<file path="src/rtl/irq_flag_pkg.sv">
package irq_flag_pkg;

    localparam int FLAG_W   = 8;
    localparam int STICKY_N = 5;

    localparam int B_TMR1 = 0;
    localparam int B_TMR2 = 1;
    localparam int B_CCP  = 2;
    localparam int B_SSP  = 3;
    localparam int B_TX   = 4;
    localparam int B_RX   = 5;
    localparam int B_ADC  = 6;
    localparam int B_RSVD = 7;

    typedef enum logic [1:0] {
        CCP_CAPTURE = 2'd0,
        CCP_COMPARE = 2'd1,
        CCP_PWM     = 2'd2,
        CCP_OFF     = 2'd3
    } ccp_mode_e;

    // Bit position in the flag word of sticky flag number idx
    function automatic int sticky_pos(input int idx);
        case (idx)
            0:       return B_TMR1;
            1:       return B_TMR2;
            2:       return B_CCP;
            3:       return B_SSP;
            default: return B_ADC;
        endcase
    endfunction

endpackage

</file>
<file path="src/rtl/ccp_event_sel.sv">
module ccp_event_sel
    import irq_flag_pkg::*;
(
    input  logic [1:0] mode,
    input  logic       capture_ev,
    input  logic       match_ev,
    output logic       flag_ev
);

    ccp_mode_e mode_e;

    always_comb begin
        mode_e = ccp_mode_e'(mode);
        unique case (mode_e)
            CCP_CAPTURE: flag_ev = capture_ev;
            CCP_COMPARE: flag_ev = match_ev;
            default:     flag_ev = 1'b0;
        endcase
    end

endmodule

</file>
<file path="src/rtl/sticky_flag_bank.sv">
module sticky_flag_bank #(
    parameter int N = 5
) (
    input  logic         clk,
    input  logic         rst_n,
    input  logic [N-1:0] set_ev,
    input  logic         wr_en,
    input  logic [N-1:0] wr_val,
    output logic [N-1:0] flags
);

    typedef struct packed {
        logic [N-1:0] flag;
    } bank_t;

    bank_t st_d, st_q;

    always_comb begin
        st_d = st_q;
        for (int i = 0; i < N; i++) begin
            if (wr_en)     st_d.flag[i] = wr_val[i];
            if (set_ev[i]) st_d.flag[i] = 1'b1;
        end
    end

    always_ff @(posedge clk or negedge rst_n) begin
        if (!rst_n) st_q <= '0;
        else        st_q <= st_d;
    end

    assign flags = st_q.flag;

    for (genvar g = 0; g < N; g++) begin : g_chk

        sticky_set_chk: assert property (@(posedge clk) disable iff (!rst_n)
            set_ev[g] |=> flags[g]);

        sticky_hold_chk: assert property (@(posedge clk) disable iff (!rst_n)
            (flags[g] && !wr_en) |=> flags[g]);

        sticky_clr_chk: assert property (@(posedge clk) disable iff (!rst_n)
            (wr_en && !wr_val[g] && !set_ev[g]) |=> !flags[g]);
    end

endmodule

</file>
<file path="src/rtl/uart_level_flag.sv">
module uart_level_flag #(
    parameter bit SET_WINS = 1'b1
) (
    input  logic clk,
    input  logic rst_n,
    input  logic set_pulse,
    input  logic clr_pulse,
    output logic flag
);

    typedef struct packed {
        logic lvl;
    } lvl_t;

    lvl_t st_d, st_q;

    always_comb begin
        st_d = st_q;
        if (SET_WINS) begin
            if (clr_pulse) st_d.lvl = 1'b0;
            if (set_pulse) st_d.lvl = 1'b1;
        end else begin
            if (set_pulse) st_d.lvl = 1'b1;
            if (clr_pulse) st_d.lvl = 1'b0;
        end
    end

    always_ff @(posedge clk or negedge rst_n) begin
        if (!rst_n) st_q <= '0;
        else        st_q <= st_d;
    end

    assign flag = st_q.lvl;


    lvl_set_chk: assert property (@(posedge clk) disable iff (!rst_n)
        (set_pulse && !clr_pulse) |=> flag);

    lvl_clr_chk: assert property (@(posedge clk) disable iff (!rst_n)
        (clr_pulse && !set_pulse) |=> !flag);

    lvl_idle_chk: assert property (@(posedge clk) disable iff (!rst_n)
        (!set_pulse && !clr_pulse) |=> $stable(flag));

endmodule

</file>
<file path="src/rtl/irq_request_gen.sv">
module irq_request_gen #(
    parameter int W = 8
) (
    input  logic         clk,
    input  logic         rst_n,
    input  logic [W-1:0] flags,
    input  logic [W-1:0] en,
    input  logic         glb_en,
    output logic         irq
);

    typedef struct packed {
        logic req;
    } irq_t;

    irq_t st_d, st_q;

    always_comb begin
        st_d     = st_q;
        st_d.req = glb_en & (|(flags & en));
    end

    always_ff @(posedge clk or negedge rst_n) begin
        if (!rst_n) st_q <= '0;
        else        st_q <= st_d;
    end

    assign irq = st_q.req;


    glb_gate_chk: assert property (@(posedge clk) disable iff (!rst_n)
        !glb_en |=> !irq);

    no_enabled_chk: assert property (@(posedge clk) disable iff (!rst_n)
        ((flags & en) == '0) |=> !irq);

endmodule

</file>
<file path="src/rtl/irq_flag_reg.sv">
module irq_flag_reg
    import irq_flag_pkg::*;
(
    input  logic              clk,
    input  logic              rst_n,
    input  logic              reg_rd,
    input  logic              reg_wr,
    input  logic [FLAG_W-1:0] reg_wdata,
    output logic [FLAG_W-1:0] reg_rdata,
    input  logic              adc_done,
    input  logic              ssp_done,
    input  logic [1:0]        ccp_mode,
    input  logic              ccp_capture,
    input  logic              ccp_match,
    input  logic              tmr2_match,
    input  logic              tmr1_ovf,
    input  logic              rx_push,
    input  logic              rx_pop,
    input  logic              tx_drain,
    input  logic              tx_fill,
    input  logic [FLAG_W-1:0] irq_en,
    input  logic              irq_glb_en,
    output logic              irq_req
);

    typedef struct packed {
        logic [FLAG_W-1:0] rdata;
    } bus_t;

    bus_t bus_d, bus_q;

    logic                ccp_ev;
    logic [STICKY_N-1:0] sticky_set;
    logic [STICKY_N-1:0] sticky_wval;
    logic [STICKY_N-1:0] sticky_flags;
    logic                rx_flag;
    logic                tx_flag;
    logic [FLAG_W-1:0]   flag_word;

    ccp_event_sel u_ccp_sel (
        .mode       (ccp_mode),
        .capture_ev (ccp_capture),
        .match_ev   (ccp_match),
        .flag_ev    (ccp_ev)
    );

    logic [FLAG_W-1:0] ev_word;
    assign ev_word = {1'b0, adc_done, 1'b0, 1'b0, ssp_done, ccp_ev, tmr2_match, tmr1_ovf};

    for (genvar g = 0; g < STICKY_N; g++) begin : g_map
        localparam int POS = sticky_pos(g);
        assign sticky_set[g]  = ev_word[POS];
        assign sticky_wval[g] = reg_wdata[POS];
        assign flag_word[POS] = sticky_flags[g];
    end

    assign flag_word[B_RX]   = rx_flag;
    assign flag_word[B_TX]   = tx_flag;
    assign flag_word[B_RSVD] = 1'b0;

    sticky_flag_bank #(.N(STICKY_N)) u_sticky (
        .clk    (clk),
        .rst_n  (rst_n),
        .set_ev (sticky_set),
        .wr_en  (reg_wr),
        .wr_val (sticky_wval),
        .flags  (sticky_flags)
    );

    uart_level_flag #(.SET_WINS(1'b1)) u_rx_flag (
        .clk       (clk),
        .rst_n     (rst_n),
        .set_pulse (rx_push),
        .clr_pulse (rx_pop),
        .flag      (rx_flag)
    );

    uart_level_flag #(.SET_WINS(1'b0)) u_tx_flag (
        .clk       (clk),
        .rst_n     (rst_n),
        .set_pulse (tx_drain),
        .clr_pulse (tx_fill),
        .flag      (tx_flag)
    );

    irq_request_gen #(.W(FLAG_W)) u_irq (
        .clk    (clk),
        .rst_n  (rst_n),
        .flags  (flag_word),
        .en     (irq_en),
        .glb_en (irq_glb_en),
        .irq    (irq_req)
    );

    always_comb begin
        bus_d = bus_q;
        if (reg_rd) bus_d.rdata = flag_word;
    end

    always_ff @(posedge clk or negedge rst_n) begin
        if (!rst_n) bus_q <= '0;
        else        bus_q <= bus_d;
    end

    assign reg_rdata = bus_q.rdata;


    rsvd_zero_chk: assert property (@(posedge clk) disable iff (!rst_n)
        !reg_rdata[B_RSVD]);

    ccp_quiet_chk: assert property (@(posedge clk) disable iff (!rst_n)
        ((ccp_mode[1]) && !(reg_wr && reg_wdata[B_CCP])) |=> !$rose(flag_word[B_CCP]));

    rdata_hold_chk: assert property (@(posedge clk) disable iff (!rst_n)
        !reg_rd |=> $stable(reg_rdata));

    bus_no_uart_chk: assert property (@(posedge clk) disable iff (!rst_n)
        (reg_wr && !rx_push && !rx_pop) |=> $stable(flag_word[B_RX]));

endmodule

</file>
<file path="config.mk">
export PLATFORM = sky130hd
export DESIGN_NAME = irq_flag_reg
export DESIGN_NICKNAME = d
export VERILOG_FILES = /design/src/rtl/irq_flag_pkg.sv /design/src/rtl/ccp_event_sel.sv /design/src/rtl/sticky_flag_bank.sv /design/src/rtl/uart_level_flag.sv /design/src/rtl/irq_request_gen.sv /design/src/rtl/irq_flag_reg.sv
export SDC_FILE = /design/constraint.sdc
export NUM_CORES = 1
export LEC_CHECK = 0
export ABC_AREA = 1
export BUFFER_PORTS_ARGS = -buffer_cell sky130_fd_sc_hd__buf_2
export CAP_MARGIN = 20
export CORE_MARGIN = 2
export CORE_UTILIZATION = 39
export CTS_CLUSTER_DIAMETER = 120
export CTS_CLUSTER_SIZE = 40
export DETAILED_ROUTE_END_ITERATION = 10
export PLACE_DENSITY = 0.75
export SLEW_MARGIN = 20
export SYNTH_ARGS = -nofsm -noshare
export SYNTH_HDL_FRONTEND = slang
export SYNTH_SLANG_ARGS = --single-unit
</file>
<file path="constraint.sdc">
create_clock -name clk -period 0.8 [get_ports clk]
set_input_delay 0.16 -clock clk [delete_from_list [all_inputs] [get_ports clk]]
set_output_delay 0.16 -clock clk [all_outputs]
set_load 0.005 [all_outputs]
</file>
# Word-level counts from Yosys, hierarchy flattened

Cells that the tools add are included.
Widths: inputs -> output; s select.

Equality and inequality tests: 1
Muxes and demuxes: 15
Reduce and logical (&&, ||, !) cells: 9
Bitwise gates (word level): 2

Operator list:

| kind               | count |
|---|---|
| $mux 1             | 14 |
| $reduce_bool 2->1  | 7 |
| $and 7x8->8        | 1 |
| $reduce_or 8->1    | 1 |
| $eq 2x1->1 const B | 1 |
| $logic_not 2->1    | 1 |
| $pmux 1 s2         | 1 |
| $and 1x1->1        | 1 |

Flip-flop bits (word level): 15
Input port bits: 33
Output and inout port bits: 9
Logic and storage cells: 36

# Depth between registers and ports, before layout

Depth after elaboration: 3
Mapped depth: 4
Gate-level depth less buffers: 4

# By module

From an unflattened synthesis, not the netlist that was laid out.

Cell total of the unflattened synthesis: 88
Area, all modules: 669.4 µm²

Modules (own cells, without submodules):

| module                       | cells each | sequential area each (µm²) | times used | area an instance (µm²) |
|---|---|---|---|---|
| irq_flag_reg                 | 32         | 175.2                      | 1          | 280.3 |
| sticky_flag_bank             | 26         | 125.1                      | 1          | 210.2 |
| irq_request_gen              | 17         | 25.0                       | 1          | 86.3 |
| uart_level_flag at u_rx_flag | 5          | 25.0                       | 1          | 40.0 |
| uart_level_flag at u_tx_flag | 3          | 25.0                       | 1          | 32.5 |
| ccp_event_sel                | 5          | 0.0                        | 1          | 20.0 |

# Least setup slack after synthesis

OpenSTA, ideal clock, no wires.

Kind: register to register
Start: register, netlist name reg_rdata[2]
End: register bus_q, in the netlist reg_rdata[2]
Cell stages (with the launch flop): 2
Data arrival time: 0.612 ns
Period minus slack after synthesis: 0.737 ns
Path slack: 0.063 ns
Setup time: 0.125 ns
Buffers on the path: 0
Data required time: 0.675 ns
Cells stage by stage: dfrtp_1 -> mux2_2

RTL lines:

| element                | line                | text |
|---|---|---|
| end signal: assignment | irq_flag_reg.sv:102 | `else bus_q <= bus_d;` |
| end: declaration       | irq_flag_reg.sv:30  | `bus_t bus_d, bus_q;` |

# Worst setup path in the final report

Start: register bus_q, in the netlist reg_rdata[3]
End: output reg_rdata[3]

RTL lines:

| element          | line              | text |
|---|---|---|
| end: declaration | irq_flag_reg.sv:9 | `output logic [FLAG_W-1:0] reg_rdata,` |

No word-level cell between the ends.

==> results.sh <==
export IMPL_avgSynthCellArea_um2=9.27
export IMPL_grt_antenna_before_repair=0
export IMPL_ys_flop_type="dfrtp_1"
export IMPL_fin_crit_sh_pct=120
export IMPL_cts_tree="yes"
export IMPL_cts_root_buf="clkbuf_4"
export IMPL_dr_pass1_iters=4
export IMPL_vias=577
export IMPL_io_buffers=36
export IMPL_synth_top_area_share_pct=59.5
export IMPL_synth_edf_count=0
export IMPL_hold_class="input pin to flip-flop"
export IMPL_crit_family="flip-flops"
export IMPL_use_met2_pct=25.9
export IMPL_seq_area_frac_synth_pct=59.5
export IMPL_seqCellArea_um2=375
export IMPL_clock_path_buffers=2
export IMPL_worstSetupEndpointType="primary output"
export IMPL_top_usage_layer="met2"
export IMPL_synth_top_family_by_area="compound AO/OA/AOI/OAI gates"
export IMPL_timing_fmax_mhz=1040
export IMPL_fp_dieW_um=44.2
export IMPL_route_detailed_drc=0
export IMPL_drv_slew=0
export IMPL_synthArstFlopShare_pct=100
export IMPL_synth_compound_gate_area_share_pct=13.1
export IMPL_critPathMaxStageDelay_ps=390
export IMPL_setup_viol=8
export IMPL_multi_input_area_um2=205
export IMPL_yosysUniqueCellTypes=13
export IMPL_ant_nets=0
export IMPL_wl_per_cell_um=11.2
export IMPL_cp_arrival_ps=800
export IMPL_core_um2=1510
export IMPL_finalHoldViolations=0
export IMPL_routed_wl_mm=1.40
export IMPL_crit_type="flip-flop to primary output"
export IMPL_p_per_area_nw_per_um2=1760
export IMPL_dp_cells=118
export IMPL_cts_buffers=3
export IMPL_grt_max_degree=16
export IMPL_die_area_um2=1950
export IMPL_synth_seq_cells=15
export IMPL_status="finished with violations"
export IMPL_start_util_pct=41.9
export IMPL_worstPathBufferInverterCount=1
export IMPL_synth_most_common_cell="dfrtp_1"
export IMPL_cp_start_kind="flip-flop"
export IMPL_rrSetupSlack_ps=20
export IMPL_grt_pass1_vias=588
export IMPL_synth_mux_area_fraction_pct=5.16
export IMPL_clock_latency_ps=280
export IMPL_track_usage_pct=15.8
export IMPL_netlist_top_cells_count="dfrtp_1 (15), nand2_1 (11), nor2_1 (11), a21oi_1 (10), inv_1 (8)"
export IMPL_rows=14
export IMPL_cp_slowest_cell="dfrtp_1"
export IMPL_cp_cell_sequence="buf_2"
export IMPL_fillers=148
export IMPL_max_vdd_ir_drop_v=0.00104
export IMPL_tns_ps=-1200
export IMPL_netlist_instances=68
export IMPL_die_h_um=44.2
export IMPL_drt_iter0_drc=3
export IMPL_rsz0062_at_grt="yes"
export IMPL_place_hpwl_mm=1.05
export IMPL_setup_slack_ps=-158
export IMPL_worstPathRequired_ps=640
export IMPL_ios=42
export IMPL_yosys_area_share_adder_pct=0
export IMPL_synth_simple_area_share_pct=13.1
export IMPL_grt_pass1_wl_mm=2.19
export IMPL_synth_fp_nets=101
export IMPL_place_congestion=0.752
export IMPL_failed_checks="setup timing"
export IMPL_max_cap_viol_count=0
export IMPL_antenna_cells=0
export IMPL_final_net_count=143
export IMPL_syn2layout_area_growth_pct=38.3
export IMPL_clock_sinks=15
export IMPL_clock_skew_ps=3.13
export IMPL_vias_per_cell=4.62
export IMPL_synth_area_leader_cell="dfrtp_1"
export IMPL_period_needed_ps=958
export IMPL_drive_gt1_share_pct=39.4
export IMPL_instances_no_fill=125
export IMPL_use_met3_pct=3.27
export IMPL_cp_max_fo=2
export IMPL_p_leak_nw=0.484
export IMPL_clkTransAtPathRegs_ps=80
export IMPL_synth_cell_area_um2=631
export IMPL_synthTopCellsByArea="dfrtp_1 (60%), a21oi_1 (7.9%), nand2_1 (6.5%)"
export IMPL_synth_xor_area_share_pct=0
export IMPL_yosysWarnings=0
export IMPL_grt_overflow=0
export IMPL_use_met1_pct=17.2
export IMPL_cts_max_level=1
==> sequential cells by signal, summed over array words and instances, names as in the netlist <==
register,flops
reg_rdata,7
u_rx_flag.flag,1
u_tx_flag.flag,1
u_irq.irq,1
u_sticky.flags,5
==> what timing repair did <==
item                       CTS  global route
hold buffers                 1             1
hold endpoints to repair    15             1
gates cloned                 0             0
setup endpoints to repair    8            10
pin swaps                    0             2
buffers inserted             0             1
gates resized for setup      0             1
==> report_power, final <==
part / total [mW] / switching [mW] / internal [mW] / leakage [nW]
sequential: 0.854 / 0.0330 / 0.821 / 0.160
clock: 0.430 / 0.236 / 0.194 / 0.0150
combinational: 0.254 / 0.115 / 0.140 / 0.309
total: 1.54 / 0.384 / 1.15 / 0.484
==> cell usage in the layout, fill, tap and decap left out, types with 2 or more instances in the layout <==
cell	Yosys	final
buf_2	1	36
dfrtp_1	15	15
nand2_1	11	11
nor2_1	11	11
a21oi_1	10	10
inv_1	8	8
o21ai_0	5	5
clkbuf_4	0	3
dlygate4sd3_1	0	2
buf_4	1	2
==> cell families (layout without fill, tap and decap cells) <==
group                  count (synthesis)  in the layout
and+or+nand+nor                       22             22
AOI/OAI and AO/OA                     16             16
DFF                                   15             15
buffers and inverters                 11             52
muxes                                  3              3
other                                  1              1
==> layer usage <==
layer  wire length [µm]  vias up
met5                  0        -
met4                 64        0
met3                 98        7
met2                698       26
met1                538      251
li1                   -      293
==> path summary, 6_finish.rpt <==
kind,from,cells past startpoint,end
max,reg_rdata[3],1,reg_rdata[3]
min,rx_pop,2,u_rx_flag.flag
max reg2reg,u_sticky.flags[2],1,reg_rdata[2]
min reg2reg,reg_rdata[4],1,reg_rdata[4]
max in group asynchronous,rst_n,2,reg_rdata[1]
min in group asynchronous,rst_n,2,u_sticky.flags[4]
==> stage by stage <==
step,worst slack (ps),area (µm²),utilization (%),power (mW),hold slack (ps)
final,-158,872,57.9,1.54,47.0
after global routing,-213,872,57.9,1.65,36.6
after detailed placement,23.1,815,54.1,1.11,80.7
after floorplan,62.9,631,-,0.974,-136
after CTS,-168,851,56.5,1.55,7.05
after global placement,30.8,815,54.1,1.10,74.5
==> area by class of cell <==
type	count	share of cell area (%)
inverter	8	3.44
timing repair buffer	40	24.7
multi-input combinational	42	23.5
tap	16	2.30
sequential	15	43.0
clock buffer	4	3.01
Note: power is estimated with default switching activity, not from simulation.
